### src/rtl/alu_pkg.sv
package alu_pkg;
  localparam int DATA_W = 32;
  localparam int IMM_W  = 16;
  localparam int OP_W   = 5;

  typedef enum logic [OP_W-1:0] {
    OP_SLL  = 5'd0,  OP_SRL  = 5'd1,  OP_SRA  = 5'd2,
    OP_SLLV = 5'd3,  OP_SRLV = 5'd4,  OP_SRAV = 5'd5,
    OP_ADD  = 5'd6,  OP_ADDU = 5'd7,  OP_SUB  = 5'd8,
    OP_SUBU = 5'd9,  OP_AND  = 5'd10, OP_OR   = 5'd11,
    OP_XOR  = 5'd12, OP_NOR  = 5'd13, OP_SLT  = 5'd14,
    OP_SLTU = 5'd15, OP_LUI  = 5'd16
  } alu_op_e;

  typedef struct packed {
    logic [DATA_W-1:0] sum;
    logic              carry;
    logic              ovf;
  } addsub_t;

  // two's complement add or subtract with carry out and signed overflow
  function automatic addsub_t f_addsub(input logic [DATA_W-1:0] a,
                                       input logic [DATA_W-1:0] b,
                                       input logic              sub);
    addsub_t           r;
    logic [DATA_W-1:0] b_eff;
    logic [DATA_W:0]   wide;
    b_eff   = sub ? ~b : b;
    wide    = {1'b0, a} + {1'b0, b_eff} + {{DATA_W{1'b0}}, sub};
    r.sum   = wide[DATA_W-1:0];
    r.carry = wide[DATA_W];
    r.ovf   = (a[DATA_W-1] == b_eff[DATA_W-1]) &&
              (r.sum[DATA_W-1] != a[DATA_W-1]);
    return r;
  endfunction

  function automatic logic f_is_logic(input logic [OP_W-1:0] op);
    return (op == OP_AND) || (op == OP_OR) || (op == OP_XOR) || (op == OP_NOR);
  endfunction
endpackage

### src/rtl/alu_imm_ext.sv
module alu_imm_ext #(
  parameter int IMM_W  = 16,
  parameter int DATA_W = 32
) (
  input  logic [IMM_W-1:0]  imm,
  input  logic              sign_mode,
  output logic [DATA_W-1:0] ext
);
  localparam int PAD_W = DATA_W - IMM_W;
  logic fill;
  assign fill = sign_mode & imm[IMM_W-1];
  assign ext  = {{PAD_W{fill}}, imm};
endmodule

### src/rtl/alu_shifter.sv
module alu_shifter #(
  parameter int DATA_W = 32,
  localparam int SH_W  = $clog2(DATA_W)
) (
  input  logic [DATA_W-1:0] value,
  input  logic [SH_W-1:0]   amount,
  input  logic              left,
  input  logic              arith,
  output logic [DATA_W-1:0] shifted
);
  logic [DATA_W-1:0] rev_in;
  logic [DATA_W-1:0] rev_out;
  logic [DATA_W-1:0] stage [SH_W+1];
  logic              fill;

  // left shifts reuse the right-shift network on the bit-reversed value
  always_comb begin
    for (int i = 0; i < DATA_W; i++) rev_in[i] = value[DATA_W-1-i];
  end

  assign fill     = arith & ~left & value[DATA_W-1];
  assign stage[0] = left ? rev_in : value;

  for (genvar k = 0; k < SH_W; k++) begin : g_stage
    localparam int D = 1 << k;
    assign stage[k+1] = amount[k] ? {{D{fill}}, stage[k][DATA_W-1:D]} : stage[k];
  end

  always_comb begin
    for (int i = 0; i < DATA_W; i++) rev_out[i] = stage[SH_W][DATA_W-1-i];
  end

  assign shifted = left ? rev_out : stage[SH_W];
endmodule

### src/rtl/alu_addsub.sv
module alu_addsub
  import alu_pkg::*;
(
  input  logic [DATA_W-1:0] a,
  input  logic [DATA_W-1:0] b,
  input  logic              sub,
  output logic [DATA_W-1:0] sum,
  output logic              ovf_raw,
  output logic              lt_s,
  output logic              lt_u
);
  addsub_t r;
  assign r       = f_addsub(a, b, sub);
  assign sum     = r.sum;
  assign ovf_raw = r.ovf;
  // a - b: borrow means unsigned less; sign xor overflow means signed less
  assign lt_u    = ~r.carry;
  assign lt_s    = r.sum[DATA_W-1] ^ r.ovf;
endmodule

### src/rtl/alu_logic.sv
module alu_logic #(
  parameter int DATA_W = 32
) (
  input  logic [DATA_W-1:0] a,
  input  logic [DATA_W-1:0] b,
  input  logic [1:0]        sel,
  output logic [DATA_W-1:0] y
);
  always_comb begin
    unique case (sel)
      2'd0:    y = a & b;
      2'd1:    y = a | b;
      2'd2:    y = a ^ b;
      default: y = ~(a | b);
    endcase
  end
endmodule

### src/rtl/alu_ex_unit.sv
module alu_ex_unit
  import alu_pkg::*;
(
  input  logic              clk,
  input  logic              rst_n,
  input  logic              in_valid,
  input  logic [OP_W-1:0]   op,
  input  logic              use_imm,
  input  logic [DATA_W-1:0] src_a,
  input  logic [DATA_W-1:0] src_b,
  input  logic [IMM_W-1:0]  imm,
  input  logic [4:0]        shamt,
  output logic              out_valid,
  output logic [DATA_W-1:0] result,
  output logic              ovf,
  output logic              wr_en
);
  localparam int SH_W  = $clog2(DATA_W);
  localparam int LOW_W = DATA_W - IMM_W;

  logic [DATA_W-1:0] imm_ext, opnd_b;
  logic [DATA_W-1:0] sh_out, as_out, lg_out;
  logic [SH_W-1:0]   sh_amt;
  logic              sign_mode, var_shift, sh_left, sh_arith, do_sub;
  logic              ovf_raw, lt_s, lt_u;
  logic [1:0]        lg_sel;

  // named internal events, observed by the checker
  logic              trap_op;
  logic              legal_op;
  logic              nxt_ovf;
  logic              nxt_wen;
  logic [DATA_W-1:0] nxt_result;

  assign sign_mode = ~f_is_logic(op);
  assign opnd_b    = use_imm ? imm_ext : src_b;
  assign var_shift = (op == OP_SLLV) || (op == OP_SRLV) || (op == OP_SRAV);
  assign sh_left   = (op == OP_SLL)  || (op == OP_SLLV);
  assign sh_arith  = (op == OP_SRA)  || (op == OP_SRAV);
  assign sh_amt    = var_shift ? src_a[SH_W-1:0] : shamt[SH_W-1:0];
  assign do_sub    = (op == OP_SUB) || (op == OP_SUBU) ||
                     (op == OP_SLT) || (op == OP_SLTU);
  assign lg_sel    = op[1:0] - 2'd2;
  assign trap_op   = (op == OP_ADD) || (op == OP_SUB);
  assign legal_op  = op <= OP_LUI;

  alu_imm_ext #(.IMM_W(IMM_W), .DATA_W(DATA_W)) u_ext (
    .imm(imm), .sign_mode(sign_mode), .ext(imm_ext)
  );

  alu_shifter #(.DATA_W(DATA_W)) u_shift (
    .value(src_b), .amount(sh_amt), .left(sh_left),
    .arith(sh_arith), .shifted(sh_out)
  );

  alu_addsub u_addsub (
    .a(src_a), .b(opnd_b), .sub(do_sub), .sum(as_out),
    .ovf_raw(ovf_raw), .lt_s(lt_s), .lt_u(lt_u)
  );

  alu_logic #(.DATA_W(DATA_W)) u_logic (
    .a(src_a), .b(opnd_b), .sel(lg_sel), .y(lg_out)
  );

  always_comb begin
    nxt_result = '0;
    case (op)
      OP_SLL, OP_SRL, OP_SRA,
      OP_SLLV, OP_SRLV, OP_SRAV: nxt_result = sh_out;
      OP_ADD, OP_ADDU,
      OP_SUB, OP_SUBU:           nxt_result = as_out;
      OP_AND, OP_OR,
      OP_XOR, OP_NOR:            nxt_result = lg_out;
      OP_SLT:                    nxt_result = {{(DATA_W-1){1'b0}}, lt_s};
      OP_SLTU:                   nxt_result = {{(DATA_W-1){1'b0}}, lt_u};
      OP_LUI:                    nxt_result = {imm, {LOW_W{1'b0}}};
      default:                   nxt_result = '0;
    endcase
  end

  assign nxt_ovf = trap_op & ovf_raw;
  assign nxt_wen = legal_op & ~nxt_ovf;

  always_ff @(posedge clk or negedge rst_n) begin
    if (!rst_n) begin
      out_valid <= 1'b0;
      result    <= '0;
      ovf       <= 1'b0;
      wr_en     <= 1'b0;
    end else begin
      out_valid <= in_valid;
      ovf       <= in_valid & nxt_ovf;
      wr_en     <= in_valid & nxt_wen;
      if (in_valid) result <= nxt_result;
    end
  end
endmodule

### config.mk
export PLATFORM = sky130hd
export DESIGN_NAME = alu_ex_unit
export DESIGN_NICKNAME = d
export VERILOG_FILES = /design/src/rtl/alu_pkg.sv /design/src/rtl/alu_imm_ext.sv /design/src/rtl/alu_shifter.sv /design/src/rtl/alu_addsub.sv /design/src/rtl/alu_logic.sv /design/src/rtl/alu_ex_unit.sv
export SDC_FILE = /design/constraint.sdc
export NUM_CORES = 1
export LEC_CHECK = 0
export BUFFER_PORTS_ARGS = -buffer_cell sky130_fd_sc_hd__buf_2
export CAP_MARGIN = 40
export CORE_UTILIZATION = 35
export CTS_CLUSTER_SIZE = 25
export DETAILED_ROUTE_END_ITERATION = 8
export GPL_ROUTABILITY_DRIVEN = 0
export GPL_TIMING_DRIVEN = 0
export SYNTH_ARGS = -nofsm -noshare
export SYNTH_HDL_FRONTEND = slang
export SYNTH_HIERARCHICAL = 1
export SYNTH_SLANG_ARGS = --single-unit
### constraint.sdc
create_clock -name clk -period 1.2 [get_ports clk]
set_input_delay 0 -clock clk [delete_from_list [all_inputs] [get_ports clk]]
set_output_delay 0 -clock clk [all_outputs]
set_load 0.01 [all_outputs]
==> metrics.yaml, run 1 <==
crit_arrival_ns: 3.73
cp.required_ns: 1.37
cp.depth: 19
wirelength_um: 48350
fin_skew_ns: 0
critPathMaxStageDelay_ns: 0.45
startpoint: "op[2]"
cts_buffer_depth: 2
cts_tree: "built"
slew_viol_final: 0
clk_pin_slew_ns: 0.05
yosys_warnings: 6
place_hpwl_um: 36530
ant_nets: 0
grt_max_degree: 33
fmax_mhz: 280.8
die_h_um: 178.5
grt_pass1_vias: 11600
insertion_delay_ns: 0.29
syn_inst: 1367
post-route-period-util_pct: 296.8
mappedNetlistNets: 1557
dr.pass1.iters: 9
grt_usage_pct: 29.67
crit_buf_inv: 4
drive_gt1_share_pct: 43.10
antenna_found_initial: 1
use_met1_pct: 40.58
syn_area_um2: 10900
setup_slack_ns: -2.361
ys_seq_area_share_pct: 8.034
finalCriticalPeriod_ns: 3.561
core-area_um2: 30590
status: "complete, but fails checks"
gr-max-usage-layer: "met2"
ys_top_cells_by_area: "ha_1, dfrtp_1, mux2_2"
wire_per_inst_um: 24.29
ys_seq_elements: 35
slew_headroom_pct: 46.92
nets: 1783
worstSetupPathType: "in -> reg"
power_w: 0.01183
max-cap-violations: 0
cts_htree_levels: 2
dieArea_um2: 31860
drt_iter0_drc: 1640
rr_startpoint: "result[31]$_DFFE_PN0P_"
use_met2_pct: 45.85
synth-edff-count: 0
viasPerCell: 6.246
drc: 7
root_buffer: "clkbuf_16"
area_delta_synth_final_pct: 34.03
holdWs_ns: 0.05030
crit_path_end: "result[0]$_DFFE_PN0P_"
setup_viol: 34
crit_chain: "buf_12 > nor2b_4 > or2_4 > nor3_4 > buf_6 > buf_6 > buf_12 > xor2_1 > ha_2 > o21ai_2 > a211oi_2 > o311ai_4 > o311ai_4 > a31oi_4 > mux2_4 > mux2_4 > mux2i_2 > a21oi_2 > a2bb2oi_2"
slowest_stage: "o311ai_4"
num_rows: 64
synth.distinct_cells: 93
cts.sinks: 35
power_density_nw_per_um2: 809.4
numCtsBuffers: 5
yosys.area.top_type_share_pct: 10.90
vias: 12440
grt_pass1_wl_um: 70970
async_flop_share_pct: 100.0
reg2reg_depth: 3
p_leak_nw: 6.496
use_met3_pct: 5.563
finalHoldViolCount: 0
cp_max_fo: 6
hp-class: "in -> async"
peakVddDrop_uv: 499.1
synthFlopType: "dfrtp_1"
initial_utilization_pct: 35.64
grt.overflow.total: 0
die_w_um: 178.5
cp-end-kind: "register"
crit_family: "compound AO/OA/AOI/OAI gates"
rrSetupSlack_ns: 0.30
violations: "DRC, setup timing"
r2r_end: "result[31]$_DFFE_PN0P_"
rsz0062_at_grt: "true"
yosysTopAreaCell: "ha_1"
io_pins: 129
port_buffers: 125
avgSynthCellArea_um2: 7.975
worst_slew_pin_slew_ns: 0.7901
worst_setup_path_start_kind: "input pin"
-- cells in the mapped netlist, drive strengths merged, types with 21 or more instances --
library cell  number
dfrtp             35
a21o              21
nand2            128
a22oi             34
ha                95
nor3              23
a21oi             72
inv               96
clkbuf            44
mux2             120
buf               90
nor2              64
mux2i             33
mux4              34
xnor2             22
nor2b             40
xor2              42
a22o              30
o21ai            105
o22ai             32
-- per-layer routing --
layer	vias to the layer above	part of all wire, %
met2	842	44
met5	-	0
met1	5915	41
met4	0	5.1
met3	205	10
li1	5473	-
-- where the power goes --
part | internal (W) | switching [W] | leakage [nW]
Combinational | 0.00407 | 0.00500 | 5.95
Sequential | 0.00130 | 0.0000514 | 0.471
Clock | 0.000884 | 0.000520 | 0.0772
-- state kept, by name, summed over array words and instances (netlist names) --
register	flops
ovf	1
result	32
wr_en	1
out_valid	1
-- kinds of logic (layout without fill, tap and decap cells) --
kind of cell	count (synthesis)	after routing	share of synthesized area [%]
compound gates	415	415	26.59
xor+xnor	64	64	5.142
fa+ha+maj	96	96	11.09
buf+inv	232	458	10.47
flops	35	35	8.034
mux	187	187	23.53
other cells	0	1	0
simple gates	338	339	15.15
-- final cells by class --
type                       count  area (µm²)
clock buffer                   8       156.4
sequential                    35       875.8
tap                          396       495.5
buffer                       128       975.9
antenna                        1       2.502
fill                        2983       15980
timing repair buffer         224        1578
inverter                      98       371.6
multi-input combinational   1101       10160
-- placed cells by master (no fill, tap or decap), types with 9 or more instances in the layout --
cell type / instances
buf_12: 15
nand2b_1: 13
buf_4: 110
mux4_2: 34
clkbuf_2: 15
o21ai_2: 9
o21ai_1: 47
xor2_1: 28
xnor2_1: 21
a21oi_1: 48
buf_2: 140
nor2b_1: 32
inv_1: 94
mux2i_1: 21
xor2_2: 9
a22oi_2: 26
clkbuf_1: 19
nand4_1: 16
o22ai_2: 14
o21bai_1: 10
a31oi_1: 9
o21ai_0: 47
nand3_1: 13
ha_2: 10
a21o_1: 20
a22o_1: 30
dfrtp_1: 35
mux2_2: 68
a21oi_2: 17
mux2_4: 46
nand2_1: 123
ha_1: 77
o22ai_1: 15
nor2_1: 56
buf_6: 30
nor3_1: 20
-- repair_timing --
item / 4_1_cts / 5_1_grt
hold buffers: 2 / 0
endpoints found under the setup margin: 34 / 34
cloned: 2 / 1
endpoints found under the hold margin: 36 / 0
setup buffers: 53 / 43
gates resized for setup: 201 / 93
pin swaps: 80 / 79
-- worst min path at each step --
| stage | end | slack [ns] | depth (start not counted) |
|---|---|---|---|
| finish | result[1]$_DFFE_PN0P_ | 0.05 | 2 |
| global placement | out_valid$_DFF_PN0_ | 0.12 | 1 |
| global route | result[4]$_DFFE_PN0P_ | 0.08 | 2 |
| floorplan | out_valid$_DFF_PN0_ | -0.30 | 0 |
| CTS | result[3]$_DFFE_PN0P_ | 0.05 | 2 |
| detailed placement | result[1]$_DFFE_PN0P_ | -0.18 | 1 |
-- per-stage QoR --
| step | worst slack (ns) | setup TNS (ns) | utilization [%] | instances | instance area, µm² |
|---|---|---|---|---|---|
| 2_1_floorplan | -2.192 | -65.13 | - | 1367 | 11170 |
| 3_3_place_gp | -3.456 | -104.25 | 40.18 | 1888 | 12290 |
| 3_5_place_dp | -3.369 | -102.90 | 40.25 | 1889 | 12310 |
| 4_1_cts | -2.311 | -72.57 | 45.06 | 1949 | 13780 |
| 5_1_grt | -2.463 | -77.89 | 47.77 | 1991 | 14610 |
| 6_report | -2.361 | -75.96 | 47.77 | 1991 | 14610 |
No activity file was read; power rests on OpenSTA's default activity.
==> run 2: changes to the inputs <==
Settings changed: SKIP_LAST_GASP set to 1.
==> run 2 against run 1 <==
Effect of this change: the run still ends with DRC, setup timing left; count of clock-buffer cells in the layout unchanged; design area down 0.74%; sequential share of layout area about the same; utilization down 0.36 points; power down 0.83%; sequential power about the same; clock skew unchanged; non-clock buffer count unchanged.
==> metrics.yaml, run 2 (synthesis gave the netlist of run 1 again) <==
vias: 12470  # +0.25%
peakVddDrop_uv: 497.1  # -0.40%
ant_nets: 0  # unchanged
area_delta_synth_final_pct: 33.03
area.sequential_um2: 875.8  # unchanged
finalHoldViolCount: 0  # unchanged
layout_commonest_cell: "buf_2"
wire_per_inst_um: 24.18  # -0.45%
grt_pass1_wl_um: 70680  # -0.41%
grt_max_degree: 33  # unchanged
antenna_found_initial: 0  # -1
dieArea_um2: 31860  # unchanged
slew_headroom_pct: 43.95  # -3.0 points
nFillCells: 2975  # -0.27%
place_hpwl_um: 36530  # unchanged
worstSetupPathType: "in -> reg"
max-cap-violations: 0  # unchanged
numCtsBuffers: 5  # unchanged
insertion_delay_ns: 0.29  # about the same
cts_tree: "built"
layout_common_cells: "buf_2, nand2_1, buf_4"
seq_power_share_pct: 11.5  # about the same
cts_buffer_depth: 2  # unchanged
port_buffers: 125  # unchanged
final_area_um2: 14500  # -0.74%
grt_usage_pct: 29.49  # -0.18 points
initial_utilization_pct: 35.64  # unchanged
cp.required_ns: 1.35  # -0.02 ns
wirelength_um: 48110  # -0.50%
p_sw_w: 0.005532  # -0.73%
drive_gt1_share_pct: 42.16  # -0.94 points
cts.sinks: 35  # unchanged
p_comb_share_pct: 76.5  # -0.2 points
fmax_mhz: 280.5  # about the same
antenna_cells: 0  # -1
rsz0062_at_grt: "true"
post_dp_cell_area_um2: 12310  # unchanged
post-route-period-util_pct: 297.0  # about the same
grt_pass1_vias: 11580  # -0.19%
die_w_um: 178.5  # unchanged
multi_input_area_um2: 10090  # -0.68%
viasPerCell: 6.264  # +0.30%
dr.pass1.iters: 9  # unchanged
violations: "DRC, setup timing"
io_pins: 129  # unchanged
hp-class: "in -> async"
rr_startpoint: "result[31]$_DFFE_PN0P_"
p_int_w: 0.006196  # -0.92%
drt_iter0_drc: 1686  # +2.8%
grt.overflow.total: 0  # unchanged
drc: 2  # -5
nets: 1783  # unchanged
setup_viol: 34  # unchanged
power_density_nw_per_um2: 808.7  # about the same
die_h_um: 178.5  # unchanged
pwr-share-clk_pct: 12.0  # about the same
root_buffer: "clkbuf_16"
largest_reg_flops: 32  # unchanged
p_sw_share_pct: 47.17  # about the same
setup_slack_ns: -2.365  # -0.003350 ns
core-area_um2: 30590  # unchanged
worst_setup_path_start_kind: "input pin"
crit_arrival_ns: 3.72  # about the same
startpoint: "op[1]"
p_leak_nw: 6.473  # -0.36%
top_register: "result"
slew_viol_final: 0  # unchanged
clk_pin_slew_ns: 0.05  # about the same
status: "complete, but fails checks"
holdWs_ns: 0.05045  # +0.0001479 ns
fin_skew_ns: 0  # unchanged
cp-end-kind: "register"
cts_htree_levels: 2  # unchanged
num_rows: 64  # unchanged
cp_max_fo: 7  # +1
finalCriticalPeriod_ns: 3.565  # +0.003350 ns
worst_slew_pin_slew_ns: 0.8344  # +0.04427 ns
==> run 2: changes by cell type in the layout (fill, tap and decap cells not counted), sizes merged <==
cell / change
buf: +3
clkbuf: -3
clkinv: +1
clkinvlp: -1
diode: -1
==> run 2: timing repair <==
| item | 4_1_cts | 5_1_grt |
|---|---|---|
| endpoints found under the hold margin | 36 | 0 |
| hold buffers | 2 | 0 |
| pin swaps | 79 | 75 |
| gates resized for setup | 179 | 102 |
| setup buffers | 53 | 43 |
| setup endpoints to repair | 34 | 34 |
| cloned | 2 | 0 |
==> run 2: power by group through the flow <==
| stage | Clock (W) | Combinational [W] | Sequential [W] |
|---|---|---|---|
| floorplan | 0 | 0.00483 | 0.00143 |
| CTS | 0.00144 | 0.00796 | 0.00135 |
| finish | 0.00140 | 0.00898 | 0.00135 |
| detailed placement | 0 | 0.00693 | 0.00137 |
| global route | 0.00148 | 0.00942 | 0.00137 |
| global placement | 0 | 0.00686 | 0.00137 |
==> run 2: cell type report <==
cell class | instances | area share, %
timing repair buffer | 223 | 10.70
buffer | 129 | 6.678
sequential | 35 | 6.039
multi-input combinational | 1101 | 69.55
tap | 396 | 3.416
clock buffer | 8 | 1.078
inverter | 98 | 2.536
==> run 2: metal layers <==
layer / vias up / share of wire (%) / GRT usage [%]
met5: - / 0 / 0
met4: 0 / 5.4 / 11.97
met3: 209 / 11 / 5.563
met2: 912 / 43 / 45.32
met1: 5877 / 41 / 40.22
li1: 5468 / - / -
==> run 2: stage by stage <==
stage               utilization [%]  total power (W)  cells  TNS [ns]  worst slack [ns]
finish                        47.41          0.01173   1990    -76.31            -2.365
floorplan                         -         0.006265   1367    -65.13            -2.192
global placement              40.18         0.008237   1888   -104.25            -3.456
detailed placement            40.25         0.008300   1889   -102.90            -3.369
global route                  47.41          0.01227   1990    -78.72            -2.436
CTS                           44.79          0.01076   1949    -73.00            -2.311
==> run 2: path summary, 6_finish.rpt <==
| check | endpoint | slack (ns) | cells after the start |
|---|---|---|---|
| max in group asynchronous | result[19]$_DFFE_PN0P_ | 0.75 | 3 |
| min | result[1]$_DFFE_PN0P_ | 0.05 | 2 |
| max | result[17]$_DFFE_PN0P_ | -2.36 | 20 |
| max reg2reg | result[31]$_DFFE_PN0P_ | 0.30 | 3 |
| min in group clk | result[26]$_DFFE_PN0P_ | 0.09 | 3 |
| min reg2reg | result[6]$_DFFE_PN0P_ | 0.52 | 2 |
==> run 2: critical path, cell delays in order <==
cell     delay (ns)
buf_12         0.11
nor2b_4        0.13
a21oi_2        0.17
nor3_4         0.05
buf_6          0.14
buf_6          0.11
mux2_4         0.32
buf_12         0.17
buf_6          0.13
mux2_4         0.30
mux4_2         0.57
buf_4          0.18
nor2_1         0.08
a21o_1         0.16
buf_4          0.14
a21oi_1        0.07
a211o_1        0.34
a22o_1         0.26
a22oi_2        0.19
o21ai_1        0.09
